**src/rtl/bsr_pkg.sv**
```systemverilog
package bsr_pkg;
  typedef enum logic [1:0] {
    BSR_NORMAL = 2'b00,
    BSR_SAMPLE = 2'b01,
    BSR_EXTEST = 2'b10,
    BSR_INTEST = 2'b11
  } bsr_mode_e;

  localparam int CELLS_PER_PAD = 3;
  localparam int CELL_IN  = 0;
  localparam int CELL_OUT = 1;
  localparam int CELL_EN  = 2;

  function automatic int cell_pos(input int pad, input int kind);
    return pad * CELLS_PER_PAD + kind;
  endfunction
endpackage

```
**src/rtl/bsr_rst_sync.sv**
```systemverilog
module bsr_rst_sync #(
  parameter int STAGES = 2
) (
  input  logic clk,
  input  logic arst_n,
  output logic rst_n_o
);
  logic [STAGES-1:0] sync_q;
  logic [STAGES-1:0] sync_d;

  always_comb begin
    sync_d = {sync_q[STAGES-2:0], 1'b1};
  end

  always_ff @(posedge clk or negedge arst_n) begin
    if (!arst_n) sync_q <= '0;
    else         sync_q <= sync_d;
  end

  assign rst_n_o = sync_q[STAGES-1];
endmodule

```
**src/rtl/bsr_capture_chain.sv**
```systemverilog
module bsr_capture_chain
  import bsr_pkg::*;
#(
  parameter int PADS = 4,
  localparam int LEN = PADS * CELLS_PER_PAD
) (
  input  logic            clk,
  input  logic            rst_n,
  input  logic            cap_en,
  input  logic            shift_en,
  input  logic            tdi,
  input  logic [PADS-1:0] pad_in,
  input  logic [PADS-1:0] core_out,
  input  logic [PADS-1:0] core_oe,
  output logic [LEN-1:0]  chain_q,
  output logic            tdo
);
  logic [LEN-1:0] chain_d;
  logic [LEN-1:0] capt_vec;

  always_comb begin
    capt_vec = '0;
    for (int p = 0; p < PADS; p++) begin
      capt_vec[cell_pos(p, CELL_IN)]  = pad_in[p];
      capt_vec[cell_pos(p, CELL_OUT)] = core_out[p];
      capt_vec[cell_pos(p, CELL_EN)]  = core_oe[p];
    end
  end

  always_comb begin
    chain_d = chain_q;
    if (cap_en)        chain_d = capt_vec;
    else if (shift_en) chain_d = {chain_q[LEN-2:0], tdi};
  end

  always_ff @(posedge clk or negedge rst_n) begin
    if (!rst_n) chain_q <= '0;
    else        chain_q <= chain_d;
  end

  assign tdo = chain_q[LEN-1];

  AST_CHAIN_HOLD: assert property (@(posedge clk) disable iff (!rst_n)
    (!cap_en && !shift_en) |=> $stable(chain_q)) else $error("chain moved");
  AST_SHIFT_ENTRY: assert property (@(posedge clk) disable iff (!rst_n)
    (shift_en && !cap_en) |=> (chain_q[0] == $past(tdi))) else $error("tdi lost");
  AST_SHIFT_TDO: assert property (@(posedge clk) disable iff (!rst_n)
    (shift_en && !cap_en) |=> (tdo == $past(chain_q[LEN-2]))) else $error("tdo order");
endmodule

```
**src/rtl/bsr_update_bank.sv**
```systemverilog
module bsr_update_bank
  import bsr_pkg::*;
#(
  parameter int PADS = 4,
  localparam int LEN = PADS * CELLS_PER_PAD
) (
  input  logic            clk,
  input  logic            rst_n,
  input  logic            upd_en,
  input  logic [LEN-1:0]  chain_q,
  output logic [PADS-1:0] upd_in,
  output logic [PADS-1:0] upd_out,
  output logic [PADS-1:0] upd_oe
);
  for (genvar p = 0; p < PADS; p++) begin : g_pad
    logic [CELLS_PER_PAD-1:0] cell_q;
    logic [CELLS_PER_PAD-1:0] cell_d;

    always_comb begin
      cell_d = cell_q;
      if (upd_en) cell_d = chain_q[p*CELLS_PER_PAD +: CELLS_PER_PAD];
    end

    always_ff @(posedge clk or negedge rst_n) begin
      if (!rst_n) cell_q <= '0;
      else        cell_q <= cell_d;
    end

    assign upd_in[p]  = cell_q[CELL_IN];
    assign upd_out[p] = cell_q[CELL_OUT];
    assign upd_oe[p]  = cell_q[CELL_EN];
  end

  AST_UPD_HOLD: assert property (@(posedge clk) disable iff (!rst_n)
    !upd_en |=> $stable({upd_in, upd_out, upd_oe})) else $error("update moved");
endmodule

```
**src/rtl/bsr_pin_mux.sv**
```systemverilog
module bsr_pin_mux
  import bsr_pkg::*;
#(
  parameter int PADS = 4
) (
  input  bsr_mode_e       mode,
  input  logic [PADS-1:0] pad_in,
  input  logic [PADS-1:0] core_out,
  input  logic [PADS-1:0] core_oe,
  input  logic [PADS-1:0] upd_in,
  input  logic [PADS-1:0] upd_out,
  input  logic [PADS-1:0] upd_oe,
  output logic [PADS-1:0] pad_out,
  output logic [PADS-1:0] pad_oe,
  output logic [PADS-1:0] core_in
);
  logic ext_sel;
  logic int_sel;

  always_comb begin
    ext_sel = (mode == BSR_EXTEST);
    int_sel = (mode == BSR_INTEST);
  end

  for (genvar p = 0; p < PADS; p++) begin : g_mux
    logic drv_val;
    logic drv_en;
    always_comb begin
      drv_val    = ext_sel ? upd_out[p] : core_out[p];
      drv_en     = ext_sel ? upd_oe[p]  : core_oe[p];
      pad_oe[p]  = drv_en;
      pad_out[p] = drv_val & drv_en;
      core_in[p] = int_sel ? upd_in[p] : pad_in[p];
    end
  end
endmodule

```
**src/rtl/bsr_pad_ring.sv**
```systemverilog
module bsr_pad_ring
  import bsr_pkg::*;
#(
  parameter int PADS = 4,
  localparam int LEN = PADS * CELLS_PER_PAD
) (
  input  logic            tck,
  input  logic            trst_n,
  input  logic [1:0]      mode,
  input  logic            capture_dr,
  input  logic            shift_dr,
  input  logic            update_dr,
  input  logic            tdi,
  output logic            tdo,
  input  logic [PADS-1:0] pad_in,
  output logic [PADS-1:0] pad_out,
  output logic [PADS-1:0] pad_oe,
  input  logic [PADS-1:0] core_out,
  input  logic [PADS-1:0] core_oe,
  output logic [PADS-1:0] core_in
);
  logic            rst_n;
  bsr_mode_e       mode_e;
  logic            bnd_sel;
  logic            cap_en;
  logic            shift_en;
  logic            upd_en;
  logic [LEN-1:0]  chain_q;
  logic [PADS-1:0] upd_in;
  logic [PADS-1:0] upd_out;
  logic [PADS-1:0] upd_oe;

  always_comb begin
    mode_e   = bsr_mode_e'(mode);
    bnd_sel  = (mode_e != BSR_NORMAL);
    cap_en   = bnd_sel & capture_dr;
    shift_en = bnd_sel & shift_dr & ~capture_dr;
    upd_en   = bnd_sel & update_dr;
  end

  bsr_rst_sync #(.STAGES(2)) u_rst (
    .clk(tck), .arst_n(trst_n), .rst_n_o(rst_n)
  );

  bsr_capture_chain #(.PADS(PADS)) u_chain (
    .clk(tck), .rst_n(rst_n), .cap_en(cap_en), .shift_en(shift_en),
    .tdi(tdi), .pad_in(pad_in), .core_out(core_out), .core_oe(core_oe),
    .chain_q(chain_q), .tdo(tdo)
  );

  bsr_update_bank #(.PADS(PADS)) u_upd (
    .clk(tck), .rst_n(rst_n), .upd_en(upd_en), .chain_q(chain_q),
    .upd_in(upd_in), .upd_out(upd_out), .upd_oe(upd_oe)
  );

  bsr_pin_mux #(.PADS(PADS)) u_mux (
    .mode(mode_e), .pad_in(pad_in), .core_out(core_out), .core_oe(core_oe),
    .upd_in(upd_in), .upd_out(upd_out), .upd_oe(upd_oe),
    .pad_out(pad_out), .pad_oe(pad_oe), .core_in(core_in)
  );

  AST_PAD_QUIET: assert property (@(posedge tck) disable iff (!rst_n)
    ((pad_out & ~pad_oe) == '0)) else $error("undriven pad toggles");
  AST_CORE_DIRECT: assert property (@(posedge tck) disable iff (!rst_n)
    (mode != 2'b11) |-> (core_in == pad_in)) else $error("core isolated");
  AST_SAMPLE_PINS: assert property (@(posedge tck) disable iff (!rst_n)
    (mode == 2'b01) |-> (pad_oe == core_oe)) else $error("sample intrusive");
  AST_NORMAL_FREEZE: assert property (@(posedge tck) disable iff (!rst_n)
    (mode == 2'b00) |=> ($stable(chain_q) && $stable(upd_oe))) else $error("normal moved");
endmodule

```
**config.mk**
```make
export PLATFORM = sky130hd
export DESIGN_NAME = bsr_pad_ring
export DESIGN_NICKNAME = d
export VERILOG_FILES = /design/src/rtl/bsr_pkg.sv /design/src/rtl/bsr_rst_sync.sv /design/src/rtl/bsr_capture_chain.sv /design/src/rtl/bsr_update_bank.sv /design/src/rtl/bsr_pin_mux.sv /design/src/rtl/bsr_pad_ring.sv
export SDC_FILE = /design/constraint.sdc
export NUM_CORES = 1
export LEC_CHECK = 0
export BUFFER_PORTS_ARGS = -buffer_cell sky130_fd_sc_hd__buf_2
export CAP_MARGIN = 25
export CORE_ASPECT_RATIO = 1.5
export CORE_UTILIZATION = 52
export DETAILED_ROUTE_END_ITERATION = 16
export GPL_TIMING_DRIVEN = 1
export PLACE_DENSITY_LB_ADDON = 0.2
export SLEW_MARGIN = 20
export SYNTH_ARGS = -nofsm -noshare
export SYNTH_HDL_FRONTEND = slang
export SYNTH_SLANG_ARGS = --single-unit
export TNS_END_PERCENT = 100
```
**constraint.sdc**
```tcl
create_clock -name tck -period 1.5 [get_ports tck]
set_input_delay 0.3 -clock tck [delete_from_list [all_inputs] [get_ports tck]]
set_output_delay 0.3 -clock tck [all_outputs]
set_load 0.05 [all_outputs]
```
==> impl_metrics.json <==
{
  "status": "finished, violations left",
  "violations": "design-rule violations",
  "synth_area_leaders": "dfrtp_1 (47%), mux2_4 (22%), mux2_2 (20%)",
  "die_h_um": 65.2,
  "cts_root_buf": "clkbuf_4",
  "p_per_area_nw_per_um2": 1270,
  "dieArea_um2": 2880,
  "finalClockSkew_ns": 0.0115,
  "area_growth_pct": 27.5,
  "r2r-start": "u_chain.chain_q[7]",
  "synth_cell_types": 12,
  "cts_tree": "built",
  "antenna_cells": 0,
  "drt-total-wl_mm": 2.54,
  "hold_path.class": "reg2async",
  "p_leak_nw": 0.856,
  "drt_first_iter_violations": 6,
  "ff2ff_setup_slack_ns": 0.44,
  "syn_area_um2": 1380,
  "fin_crit_sh": 0.987,
  "r2r_cells": 2,
  "synth-simple-area-share": 0.0289,
  "path_cells": "buf_2 -> nand2b_4 -> buf_8 -> mux2_2 -> buf_6",
  "antenna_found_initial": 0,
  "synthMuxAreaShare": 0.441,
  "dr_total_vias": 861,
  "async_flop_share": 1.00,
  "yosysWarnings": 0,
  "vdd_drop_max_uv": 691,
  "final_hold_viol_count": 0,
  "synth-edff-count": 0,
  "htree_levels": 1,
  "clk-insertion-delay-late_ns": 0.33,
  "ys.flop_type": "dfrtp_1",
  "remaining_drc_errors": 1,
  "yosysSeqAreaShare": 0.470,
  "ant_nets": 0,
  "final_nets": 152,
  "synth_top_area_cell": "dfrtp_1",
  "drv_cap": 0,
  "crit_slowest_cell": "mux2_2",
  "coreArea_um2": 2480,
  "cts_buffers": 3,
  "dp_hpwl_mm": 1.86,
  "placedInstanceArea_um2": 1600,
  "grt_pass1_wl_mm": 4.14,
  "syn_inst": 95,
  "clk_pin_slew_ns": 0.14,
  "cts_setup_buffers": 0,
  "slowest_delay_ns": 0.34,
  "grt_max_degree": 25,
  "first_global_vias": 918,
  "final_area_um2": 1760,
  "critPathArrivalTime_ns": 1.18,
  "yosys.area.top_type_share": 0.470,
  "overflow": 0,
  "start_util": 0.559,
  "path_max_fanout": 6,
  "period_minus_slack_ns": 1.48,
  "gr-usage-all-layers": 0.201,
  "io_pins": 33,
  "synth_top_family_by_area": "multiplexers",
  "place_congestion": 0.769,
  "clk_path_buf_depth": 2,
  "crit_path_start_kind": "primary input",
  "rows": 22,
  "max_freq_mhz": 676,
  "synthAdderAreaFrac": 0,
  "ys_top_cells_by_count": "dfrtp_1 (26), mux2_2 (24), mux2_4 (20), nand2_1 (9), buf_4 (5)",
  "cp.required_ns": 1.20,
  "post_drt_wl_per_cell_um": 16.4,
  "dr.pass1.iters": 9,
  "die_x_um": 44.1,
  "end_kind": "output pin",
  "postSynthAreaPerCell_um2": 14.6,
  "fillCellCount": 168,
  "rr_endpoint": "u_chain.chain_q[8]",
  "synth-xor-area-share": 0,
  "port_buffers": 32,
  "setup_viol": 0,
  "crit_type": "in2out",
  "worst_hold_slack_ns": 0.235,
  "rsz0062_at_grt": "true",
  "synthesis.nets": 115,
  "clock_sinks": 26,
  "synth_seq_cells": 26,
  "yosysMostFrequentCell": "dfrtp_1",
  "slew_viol_final": 0,
  "drive_gt1_frac": 0.710,
  "synth_compound_area_frac": 0.00995,
  "viasPerCell": 5.55
}
==> routing by layer <==
layer / track usage / wire length (µm)
met5: 0 / 0
met4: 0.102 / 50
met3: 0.0357 / 83
met2: 0.342 / 1370
met1: 0.235 / 1030
==> power by group <==
| group | switching (mW) | internal, mW | total, mW |
|---|---|---|---|
| clock | 0.200 | 0.271 | 0.471 |
| combinational | 0.365 | 0.417 | 0.782 |
| sequential | 0.114 | 0.868 | 0.982 |
==> through the flow <==
step / worst slack, ns / util / setup TNS (ns) / cells / power, mW
floorplan: -0.0382 / - / -0.153 / 95 / 1.55
global placement: -0.0404 / 0.646 / -0.129 / 150 / 1.67
detailed placement: -0.0673 / 0.646 / -0.205 / 150 / 1.70
CTS: -0.00901 / 0.691 / -0.0195 / 155 / 2.22
global route: -0.0116 / 0.712 / -0.0521 / 155 / 2.34
finish: 0.0199 / 0.712 / 0 / 155 / 2.23
==> timing repair <==
| action | 4_1_cts | 5_1_grt |
|---|---|---|
| gates resized for setup | 16 | 16 |
| hold buffers | 1 | 0 |
| pin swaps | 0 | 0 |
| endpoints found under the setup margin | 11 | 12 |
| endpoints found under the hold margin | 2 | 0 |
| cloned | 0 | 0 |
==> sequential cells by signal (all words and copies together) (netlist names) <==
register / cells
u_chain.chain_q: 12
u_rst.sync_q: 2
u_upd.g_pad.cell_q: 12
==> cell families (layout without fill, tap and decap cells) <==
group                  count (synthesis)  in the layout
AO/OA/AOI/OAI                          2              2
flip-flops                            26             26
AND/OR/NAND/NOR                       10             10
other                                  1              1
multiplexers                          48             48
buffers and inverters                  8             44
==> worst max-delay path by stage <==
stage	startpoint	to	cells past startpoint
after global routing	u_upd.g_pad[2].cell_q[2]	pad_oe[2]	2
after floorplan	mode[0]	pad_out[0]	3
after global placement	mode[0]	pad_oe[3]	5
after detailed placement	mode[0]	pad_oe[1]	5
final	mode[0]	pad_oe[0]	5
after CTS	mode[0]	core_in[1]	4
==> cell usage in the layout, fill, tap and decap left out <==
master          n
buf_12          2
buf_2          20
buf_4           4
buf_6          11
buf_8           2
bufinv_16       1
clkbuf_4        3
conb_1          1
dfrtp_1        26
dlygate4sd3_1   1
mux2_2         23
mux2_4         21
mux2i_2         4
nand2_1         8
nand2_2         1
nand2b_4        1
o21ai_1         1
o22a_1          1
==> worst max-delay path, delay by kind of cell <==
kind / cells / cell delay (ns)
buffers and inverters: 3 / 0.39
muxes: 1 / 0.34
and+or+nand+nor: 1 / 0.14
==> cell type report <==
type                       instances  area (µm²)  share of cell area
clock inverter                     1        30.0              0.0170
tap                               24        30.0              0.0170
timing repair buffer              40         334               0.189
sequential                        26         651               0.369
multi-input combinational         61         697               0.395
clock buffer                       3        22.5              0.0128
Power figures use the tool's default switching activity.
